File: src/rtl/xpe_pkg.sv
package xpe_pkg;
  localparam int OP_LSB  = 28;
  localparam int OP_W    = 4;
  localparam int CNT_LSB = 22;
  localparam int CNT_W   = 4;
  localparam int IOD_BIT = 27;
  localparam int PEN_BIT = 17;
  localparam int QEN_BIT = 16;

  localparam logic [OP_W-1:0] OPC_NOP  = 4'd0;
  localparam logic [OP_W-1:0] OPC_COPY = 4'd1;
  localparam logic [OP_W-1:0] OPC_FILL = 4'd2;
  localparam logic [OP_W-1:0] OPC_XOR  = 4'd6;

  typedef enum logic [1:0] {K_NONE, K_COPY, K_FILL, K_XOR} kind_e;
  typedef enum logic [2:0] {S_IDLE, S_REQ, S_WAIT, S_EMIT, S_FIN} state_e;

  typedef struct packed {
    kind_e             kind;
    logic              err;
    logic              iod;
    logic [CNT_W-1:0]  cnt;
  } dec_t;
endpackage

File: src/rtl/xpe_decode.sv
module xpe_decode
  import xpe_pkg::*;
#(
  parameter int MAX_SRC = 8
) (
  input  logic [31:0] ctrl_i,
  output dec_t        dec_o
);
  logic [OP_W-1:0]  opc;
  logic [CNT_W-1:0] cnt;
  logic             unused_bits;

  assign opc = ctrl_i[OP_LSB +: OP_W];
  assign cnt = ctrl_i[CNT_LSB +: CNT_W];
  assign unused_bits = ^{ctrl_i[26], ctrl_i[21:18], ctrl_i[15:0]};

  always_comb begin
    dec_o.kind = K_NONE;
    dec_o.err  = 1'b0;
    dec_o.iod  = ctrl_i[IOD_BIT];
    dec_o.cnt  = cnt;
    case (opc)
      OPC_NOP:  dec_o.kind = K_NONE;
      OPC_COPY: begin
        dec_o.kind = K_COPY;
        dec_o.cnt  = CNT_W'(1);
      end
      OPC_FILL: dec_o.kind = K_FILL;
      OPC_XOR: begin
        dec_o.kind = K_XOR;
        dec_o.err  = (cnt == '0) || (cnt > CNT_W'(MAX_SRC)) ||
                     !ctrl_i[PEN_BIT] || ctrl_i[QEN_BIT];
      end
      default:  dec_o.err = 1'b1;
    endcase
  end
endmodule

File: src/rtl/xpe_unpack.sv
module xpe_unpack #(
  parameter int MAX_SRC = 8,
  parameter int ADDR_W  = 48,
  localparam int PK_W   = MAX_SRC / 2 * 3 * 32,
  localparam int HI_W   = ADDR_W - 32
) (
  input  logic [PK_W-1:0]                 words_i,
  output logic [MAX_SRC-1:0][ADDR_W-1:0]  addr_o
);
  for (genvar k = 0; k < MAX_SRC / 2; k++) begin : g_pair
    localparam int W0 = 3 * k * 32;
    localparam int W1 = (3 * k + 1) * 32;
    localparam int W2 = (3 * k + 2) * 32;
    assign addr_o[2*k]   = {words_i[W2 +: HI_W],      words_i[W0 +: 32]};
    assign addr_o[2*k+1] = {words_i[W2 + 16 +: HI_W], words_i[W1 +: 32]};
  end
endmodule

File: src/rtl/xpe_accum.sv
module xpe_accum #(
  parameter int DATA_W = 32
) (
  input  logic              clk_i,
  input  logic              rst_ni,
  input  logic              load_i,
  input  logic [DATA_W-1:0] load_val_i,
  input  logic              fold_i,
  input  logic              first_i,
  input  logic [DATA_W-1:0] data_i,
  output logic [DATA_W-1:0] acc_o
);
  always_ff @(posedge clk_i or negedge rst_ni) begin
    if (!rst_ni)     acc_o <= '0;
    else if (load_i) acc_o <= load_val_i;
    else if (fold_i) acc_o <= first_i ? data_i : (acc_o ^ data_i);
  end
endmodule

File: src/rtl/xor_parity_engine.sv
module xor_parity_engine
  import xpe_pkg::*;
#(
  parameter int MAX_SRC = 8,
  parameter int DATA_W  = 32,
  parameter int ADDR_W  = 48,
  parameter int LEN_W   = 32,
  localparam int PK_W       = MAX_SRC / 2 * 3 * 32,
  localparam int HI_W       = ADDR_W - 32,
  localparam int BEAT_BYTES = DATA_W / 8,
  localparam int BEAT_SH    = $clog2(BEAT_BYTES),
  localparam int SRC_IW     = $clog2(MAX_SRC)
) (
  input  logic              clk_i,
  input  logic              rst_ni,
  input  logic              start_i,
  input  logic [31:0]       ctrl_i,
  input  logic [LEN_W-1:0]  byte_cnt_i,
  input  logic [PK_W-1:0]   src_words_i,
  input  logic [31:0]       aux_lo_i,
  input  logic [HI_W-1:0]   aux_hi_i,
  input  logic [31:0]       dst_lo_i,
  input  logic [HI_W-1:0]   dst_hi_i,
  output logic              busy_o,
  output logic              rd_req_valid_o,
  input  logic              rd_req_ready_i,
  output logic [ADDR_W-1:0] rd_addr_o,
  input  logic              rd_data_valid_i,
  input  logic [DATA_W-1:0] rd_data_i,
  output logic              wr_valid_o,
  output logic [ADDR_W-1:0] wr_addr_o,
  output logic [DATA_W-1:0] wr_data_o,
  output logic              done_o,
  output logic              err_o,
  output logic              irq_o
);
  dec_t                          dec;
  logic [MAX_SRC-1:0][ADDR_W-1:0] unpacked;
  state_e                        state_q;
  kind_e                         kind_q;
  logic                          err_q, iod_q;
  logic [CNT_W-1:0]              cnt_q;
  logic [SRC_IW-1:0]             src_idx_q;
  logic [LEN_W-1:0]              beat_q, nbeats_q;
  logic [MAX_SRC-1:0][ADDR_W-1:0] src_q;
  logic [ADDR_W-1:0]             dst_q, off;
  logic [LEN_W:0]                bsum;
  logic [LEN_W-1:0]              nbeats;
  logic                          accept, last_src, last_beat, fold;

  xpe_decode #(.MAX_SRC(MAX_SRC)) u_dec (.ctrl_i(ctrl_i), .dec_o(dec));

  xpe_unpack #(.MAX_SRC(MAX_SRC), .ADDR_W(ADDR_W)) u_unp (
    .words_i(src_words_i), .addr_o(unpacked));

  assign accept    = start_i && (state_q == S_IDLE);
  assign bsum      = {1'b0, byte_cnt_i} + (LEN_W+1)'(BEAT_BYTES - 1);
  assign nbeats    = LEN_W'(bsum >> BEAT_SH);
  assign off       = ADDR_W'(beat_q) << BEAT_SH;
  assign last_src  = (CNT_W'(src_idx_q) + CNT_W'(1)) == cnt_q;
  assign last_beat = beat_q == (nbeats_q - LEN_W'(1));
  assign fold      = (state_q == S_WAIT) && rd_data_valid_i;

  xpe_accum #(.DATA_W(DATA_W)) u_acc (
    .clk_i(clk_i), .rst_ni(rst_ni),
    .load_i(accept), .load_val_i(DATA_W'(aux_lo_i)),
    .fold_i(fold), .first_i(src_idx_q == '0),
    .data_i(rd_data_i), .acc_o(wr_data_o));

  always_ff @(posedge clk_i or negedge rst_ni) begin
    if (!rst_ni) begin
      state_q   <= S_IDLE;
      kind_q    <= K_NONE;
      err_q     <= 1'b0;
      iod_q     <= 1'b0;
      cnt_q     <= '0;
      src_idx_q <= '0;
      beat_q    <= '0;
      nbeats_q  <= '0;
      src_q     <= '0;
      dst_q     <= '0;
    end else begin
      case (state_q)
        S_IDLE: if (start_i) begin
          kind_q    <= dec.kind;
          err_q     <= dec.err;
          iod_q     <= dec.iod;
          cnt_q     <= dec.cnt;
          src_idx_q <= '0;
          beat_q    <= '0;
          nbeats_q  <= nbeats;
          dst_q     <= {dst_hi_i, dst_lo_i};
          for (int i = 0; i < MAX_SRC; i++)
            src_q[i] <= (dec.kind == K_COPY && i == 0) ? {aux_hi_i, aux_lo_i} : unpacked[i];
          if (dec.err || dec.kind == K_NONE || nbeats == '0) state_q <= S_FIN;
          else if (dec.kind == K_FILL)                        state_q <= S_EMIT;
          else                                                state_q <= S_REQ;
        end
        S_REQ: if (rd_req_ready_i) state_q <= S_WAIT;
        S_WAIT: if (rd_data_valid_i) begin
          if (last_src) state_q <= S_EMIT;
          else begin
            src_idx_q <= src_idx_q + SRC_IW'(1);
            state_q   <= S_REQ;
          end
        end
        S_EMIT: begin
          beat_q    <= beat_q + LEN_W'(1);
          src_idx_q <= '0;
          if (last_beat)              state_q <= S_FIN;
          else if (kind_q == K_FILL)  state_q <= S_EMIT;
          else                        state_q <= S_REQ;
        end
        default: state_q <= S_IDLE;
      endcase
    end
  end

  assign busy_o         = state_q != S_IDLE;
  assign rd_req_valid_o = state_q == S_REQ;
  assign rd_addr_o      = src_q[src_idx_q] + off;
  assign wr_valid_o     = state_q == S_EMIT;
  assign wr_addr_o      = dst_q + off;
  assign done_o         = state_q == S_FIN;
  assign err_o          = done_o && err_q;
  assign irq_o          = done_o && iod_q;

  AST_REQ_HOLD: assert property (@(posedge clk_i) disable iff (!rst_ni)
    rd_req_valid_o && !rd_req_ready_i |=> rd_req_valid_o && $stable(rd_addr_o));
  AST_DONE_PULSE: assert property (@(posedge clk_i) disable iff (!rst_ni)
    done_o |=> !done_o);
  AST_ERR_IN_DONE: assert property (@(posedge clk_i) disable iff (!rst_ni)
    err_o |-> done_o);
  AST_NOP_LATENCY: assert property (@(posedge clk_i) disable iff (!rst_ni)
    start_i && !busy_o && ctrl_i[OP_LSB +: OP_W] == OPC_NOP |=> done_o && !err_o);
  AST_FILL_STEP: assert property (@(posedge clk_i) disable iff (!rst_ni)
    wr_valid_o && $past(wr_valid_o) |-> wr_addr_o == $past(wr_addr_o) + ADDR_W'(BEAT_BYTES));
endmodule

File: config.mk
export PLATFORM = sky130hd
export DESIGN_NAME = xor_parity_engine
export DESIGN_NICKNAME = d
export VERILOG_FILES = /design/src/rtl/xpe_pkg.sv /design/src/rtl/xpe_decode.sv /design/src/rtl/xpe_unpack.sv /design/src/rtl/xpe_accum.sv /design/src/rtl/xor_parity_engine.sv
export SDC_FILE = /design/constraint.sdc
export NUM_CORES = 2
export LEC_CHECK = 0
export BUFFER_PORTS_ARGS = -buffer_cell sky130_fd_sc_hd__buf_2
export CORE_UTILIZATION = 35
export DETAILED_ROUTE_END_ITERATION = 7
export PLACE_DENSITY = 0.59
export SKIP_LAST_GASP = 1
export SYNTH_ARGS = -nofsm -noshare
export SYNTH_HDL_FRONTEND = slang
export SYNTH_SLANG_ARGS = --single-unit
export TNS_END_PERCENT = 30
File: constraint.sdc
create_clock -name clk_i -period 9 [get_ports clk_i]
set_input_delay 0.9 -clock clk_i [delete_from_list [all_inputs] [get_ports clk_i]]
set_output_delay 0.9 -clock clk_i [all_outputs]
set_load 0.005 [all_outputs]
# --- Word level (Yosys, flattened, before mapping) ---
# Index checks and enable logic that the tools add are counted.
totals:
  in_bits: 581
  elab_cells: 93
  out_inout_bits: 134
  ff_bits: 541
op_classes:
  muxes: 24
  bitwise_logic: 1
  magnitude_cmp: 2
  eq_ne: 16
  add_sub_neg: 7
  n_reduce_logical: 25
ops:
  columns: ["operator", "count"]
  rows:
  - ["$bmux 48 s3", 1]
  - ["$mux 32", 4]
  - ["$add 48x34->48", 2]
  - ["$mux 48", 2]
  - ["$pmux 32 s2", 1]
  - ["$add 32x2->33 const B", 1]
  - ["$add 32x1->32 const B", 1]
  - ["$eq 32x32->1", 1]
  - ["$logic_not 32->1", 1]
  - ["$sub 31x1->32 const B", 1]
  - ["$xor 32x32->32", 1]
  - ["$mux 3", 8]
  - ["$pmux 3 s4", 1]
  - ["$pmux 3 s3", 1]
  - ["$logic_not 4->1", 2]
  - ["$eq 3x2->1 const B", 2]
  - ["$logic_not 3->1", 2]
  - ["$mux 2", 3]
  - ["$ne 2x2->1 const B", 3]
  - ["$pmux 2 s3", 1]
  - ["$reduce_bool 3->1", 2]
  - ["$logic_or 1x1->1", 5]
  - ["$add 3x1->4 const B", 1]
  - ["$eq 2x2->1 const B", 2]
  - ["21 further kinds", 26]

# --- Depth between registers and ports, before layout ---
logic_depth:
  ltp_word: 10
  ltp_mapped: 20
  ltp_nobuf: 15

# --- Cells and area by module ---
# From an unflattened synthesis, not the netlist that was laid out.
hier_totals:
  cells_unflattened: 3730
  area_unflattened_um2: 32967.9
modules_own_cells:
  columns: ["module", "area_each_um2", "instances", "seq_area_each_um2", "cells_per_inst"]
  rows:
  - ["xor_parity_engine", 27926.8, 1, 12737.2, 3114]
  - ["xpe_unpack", 2882.8, 1, 0.0, 384]
  - ["xpe_accum", 2043.2, 1, 800.8, 218]
  - ["xpe_decode", 115.1, 1, 0.0, 14]

# --- Worst setup path before layout ---
# No wires, ideal clock.
synth_timing:
  path_type: "register to output"
  startpoint: "register src_idx_q[0]"
  endpoint: "output rd_addr_o[47]"
  required_ns: 8.100
  path_stages_with_launch: 21
  n_path_buf: 7
  t_arrival_ns: 4.722
  setup_slack_ns: 3.378
  path_cell_list: "dfrtp_1 buf_4 buf_4 buf_2 buf_2 buf_2 mux4_2 nand2_1 nand2_1 ha_1 clkbuf_1 o21a_1 o211ai_1 a21oi_1 nand3_1 o211a_2 o31a_1 or2_1 clkbuf_1 nor4_1 xnor2_1"
synth_between:
  elab_chain_cells: 3
synth_rtl:
  columns: ["item", "line", "source"]
  rows:
  - ["from (decl)", "xor_parity_engine.sv:43", "logic [SRC_IW-1:0] src_idx_q;"]
  - ["from (signal assigned)", "xor_parity_engine.sv:103", "src_idx_q <= src_idx_q + SRC_IW'(1);"]
  - ["$bmux 48 s3", "xor_parity_engine.sv:121", "assign rd_addr_o = src_q[src_idx_q] + off;"]
  - ["$mux 48 (implied by the code)", "xor_parity_engine.sv:121", null]
  - ["$add 48x34->48", "xor_parity_engine.sv:121", null]
  - ["to (decl)", "xor_parity_engine.sv:27", "output logic [ADDR_W-1:0] rd_addr_o,"]
# No other way between the ends. The select of a mux whose other input is x is not followed.

# --- Worst setup path after layout ---
# Same ends and word-level chain as after synthesis.

==> out/summary.txt <==
OUTCOME
-----------------------------------------------------------------------------------------
Outcome                                                                      finished, final reports clean

CELLS AND AREA
-----------------------------------------------------------------------------------------
Number of standard cells in the final layout excluding fillers                      5,234
Post-synthesis to final-layout area growth                                          22.3%
Fraction of final layout cells sized beyond drive strength 1                        24.0%
Leading cell type in the layout, fill and taps excluded                      sky130_fd_sc_hd__nand2_1
End-of-flow core utilization                                                        43.5%
Top library cells by usage in the layout, fill and taps aside                sky130_fd_sc_hd__nand2_1 (1,444), sky130_fd_sc_hd__buf_2 (692), sky130_fd_sc_hd__dfrtp_1 (539)
Fill cell instance count of the final layout                                        8,444
Nets@finish                                                                         4,687

CTS
-----------------------------------------------------------------------------------------
Gates resized, CTS repair                                                               0
Setup Buffers After CTS                                                                 0
Clk buf depth                                                                           3
CTS H-Tree Depth                                                                        3
Reg clk slew, reported paths                                                        50 ps
CTS sink cnt                                                                          541
Worst-skew pair later-pin latency                                                  620 ps
Hold buffer count at CTS                                                                0
Clock root buffer master                                                     sky130_fd_sc_hd__clkbuf_16
Total clock buffers created by CTS                                                     66
CTS tree                                                                              yes

WORST SETUP PATH
-----------------------------------------------------------------------------------------
Type of the worst setup path                                                   reg -> out
Critical Path Start Type                                                         register
Worst endpoint required time                                                      8100 ps
Top fanout value on the critical path                                                  28
Crit path DAT                                                                     6280 ps
Crit path capture type                                                       primary output
Worst R2R Setup Slack                                                             4840 ps

ROUTING
-----------------------------------------------------------------------------------------
Total length of routed met3 wires                                                 7150 um
Remaining antenna violation count after routing                                         0
Via density per instance                                                             5.13
Vias after detailed routing                                                        26,800
Wl on met1                                                                      44,300 um
DRC violation total after the first TritonRoute iteration                           1,940
Total routed wirelength                                                        110,000 um
Number of remaining DRC errors                                                          0
Amount of wire on met2 after detailed routing                                   54,600 um
Topmost layer with routed signal wires                                               met5
First-pass iteration count of the detailed router                                       8
Post-DR wirelength/cell                                                           21.0 um

DIE
-----------------------------------------------------------------------------------------
Initial Util                                                                        35.6%
Horizontal extent of the die                                                       295 um
Number of top-level design ports                                                      715
FP Rows                                                                               106
Core outline area                                                              84,200 um2
Die Footprint                                                                  86,800 um2
Die boundary height                                                                295 um

GRT
-----------------------------------------------------------------------------------------
Initial antenna violation count                                                        38
GRT Residual Overflow                                                                   0
Number of global-route vias before repair                                          26,300
Total global routing track utilization                                              24.8%
Wire length of the first global-routing pass                                   161,000 um
Maximum number of pins on one net before global-route repair                          200

POWER
-----------------------------------------------------------------------------------------
Sequential power share                                                              36.8%
Overall power                                                                     11.7 mW
Internal Pwr Total                                                                6.99 mW
Switching pwr                                                                     4.71 mW
Combinational fraction of design power                                              40.1%
Switching fraction of total power                                                   40.3%
Leakage power total                                                               18.5 nW
Total power density per cell area                                              319 nW/um2
Clock power frac                                                                    23.1%
Largest vdd supply drop                                                        0.000171 V

YOSYS
-----------------------------------------------------------------------------------------
Area share of and/or/nand/nor cells after synthesis                                 24.6%
Adder-cell area share of the yosys netlist                                          2.97%
Proportion of register bits with asynchronous set or reset after synthesis           100%
Main combinational cell family by area after synthesis                       simple AND/OR/NAND/NOR gates
Synthesis warning total                                                                 0
Number of distinct standard cells referenced by the synthesized netlist                77
Synth Flop Type                                                              sky130_fd_sc_hd__dfrtp_1
Nets in the synthesized netlist                                                     4,092
Number of flops mapped to enable cells by yosys                                         0
Synthesized-area fraction occupied by ao, oa, aoi and oai cells                     10.2%
Post-synth design cell area                                                    30,000 um2
Mean instance size in the synthesized netlist                                    8.71 um2
Xor and xnor fraction of the mapped netlist area                                    4.47%
Post-synthesis instance total                                                       3,441
Register bit total from synthesis                                                     541
Register area share after synthesis                                                 45.2%
Share of synthesized area spent on multiplexers                                     9.59%

STA
-----------------------------------------------------------------------------------------
Post-layout min period                                                            7180 ps
Setup repair after global routing missed its margin                                    no
Final worst-path setup slack                                                      1820 ps
Summed negative setup slack over all endpoints                                       0 ps
Setup skew after layout                                                           21.8 ps
Final setup violation count                                                             0
Maximum frequency from static timing analysis                                     139 MHz
Final hold vios                                                                         0
Crit share post-route                                                               79.8%
Max Transition Viols Final                                                              0
Least-Margin Pin Slew                                                             1130 ps
Max-slew headroom at the worst pin                                                  24.6%

PLACED DESIGN
-----------------------------------------------------------------------------------------
Worst setup timing slack at the placement stage                                   2270 ps
PortBufs                                                                              693
DP HPWL                                                                         82,100 um
Weighted congestion at the end of routability-driven global placement               0.912
Placed insts                                                                        5,102

JOB
-----------------------------------------------------------------------------------------
Max Cap Violations                                                                      0

MIN PATH
-----------------------------------------------------------------------------------------
Class of the tightest hold or removal check                                   in -> async

## cell type report
class | count | area (um2) | share of cell area, %
Multi-Input combinational cell | 2673 | 15600 | 42.5
Sequential cell | 541 | 13500 | 37.0
Timing Repair Buffer | 723 | 3770 | 10.3
Clock buffer | 90 | 1860 | 5.08
Tap cell | 1134 | 1420 | 3.87
Clock inverter | 25 | 327 | 0.891
Inverter | 31 | 116 | 0.318
Antenna cell | 17 | 42.5 | 0.116
## path summary, 6_finish.rpt
kind	start	to	cells after the start
max	src_idx_q[0]	rd_addr_o[47]	16
min	rst_ni	src_q[299]	1
max reg2reg	nbeats_q[5]	state_q[0]	9
min reg2reg	src_q[122]	src_q[122]	2
max in group asynchronous	rst_ni	src_q[71]	3
min in group clk_i	src_words_i[127]	src_q[127]	3
## flip-flops by register name (all words and copies together), names as in the netlist
register and cells:
err_q 1, beat_q 32, state_q 3, kind_q 2, src_idx_q 3, iod_q 1
nbeats_q 31, u_acc.acc_o 32, cnt_q 4, dst_q 48, src_q 384
## power groups by stage
stage | Combinational (mW) | Clock [mW] | Sequential, mW
after floorplan | 3.18 | 0 | 4.04
after global placement | 4.68 | 0 | 4.30
after detailed placement | 4.74 | 0 | 4.33
after CTS | 4.76 | 2.77 | 4.30
after global routing | 5.24 | 2.87 | 4.44
final | 4.69 | 2.71 | 4.31
## kinds of logic after synthesis
group	after synthesis
XOR/XNOR	153
flip-flops	541
buffers and inverters	227
AND/OR/NAND/NOR	1785
multiplexers	167
AO/OA/AOI/OAI	498
adder cells (fa/ha/maj)	70
## per-layer routing
layer  vias up  track usage [%]
met3       202             5.63
met2       828             42.8
met4        34             7.83
met5         -                0
li1      12900                -
met1     12900             30.7
## Yosys cell counts (all sizes together) (31+ instances only)
| cell | count | area, um2 |
|---|---|---|
| xnor2 | 88 | 771 |
| nor3 | 31 | 155 |
| ha | 68 | 851 |
| nand2 | 1445 | 5420 |
| buf | 36 | 169 |
| inv | 31 | 116 |
| nand3 | 62 | 310 |
| clkbuf | 160 | 601 |
| nor2 | 76 | 285 |
| a31o | 33 | 289 |
| dfrtp | 541 | 13500 |
| a21oi | 141 | 706 |
| mux4 | 96 | 2160 |
| xor2 | 65 | 569 |
| mux2i | 70 | 701 |
| o22ai | 33 | 206 |
| o21ai | 150 | 751 |
| a21o | 37 | 278 |
## critical path: stages, from the launching register on
cell and delay [ps]:
sky130_fd_sc_hd__dfrtp_4 830, sky130_fd_sc_hd__buf_4 470, sky130_fd_sc_hd__buf_4 440, sky130_fd_sc_hd__mux4_2 620, sky130_fd_sc_hd__nand2_1 100, sky130_fd_sc_hd__nand2_1 70
sky130_fd_sc_hd__ha_1 400, sky130_fd_sc_hd__a21o_1 150, sky130_fd_sc_hd__a21oi_1 60, sky130_fd_sc_hd__o21ai_0 310, sky130_fd_sc_hd__a21oi_1 120, sky130_fd_sc_hd__o211a_2 190
sky130_fd_sc_hd__o31a_1 340, sky130_fd_sc_hd__or2_1 370, sky130_fd_sc_hd__nor4_1 700, sky130_fd_sc_hd__xnor2_1 260, sky130_fd_sc_hd__buf_2 180
## stage by stage
stage	area [um2]	hold slack [ps]
final	36600	344
after global routing	36600	395
after CTS	36600	367
after detailed placement	34400	457
after global placement	34400	449
after floorplan	30000	438
No activity file was read; power rests on OpenSTA's default activity.
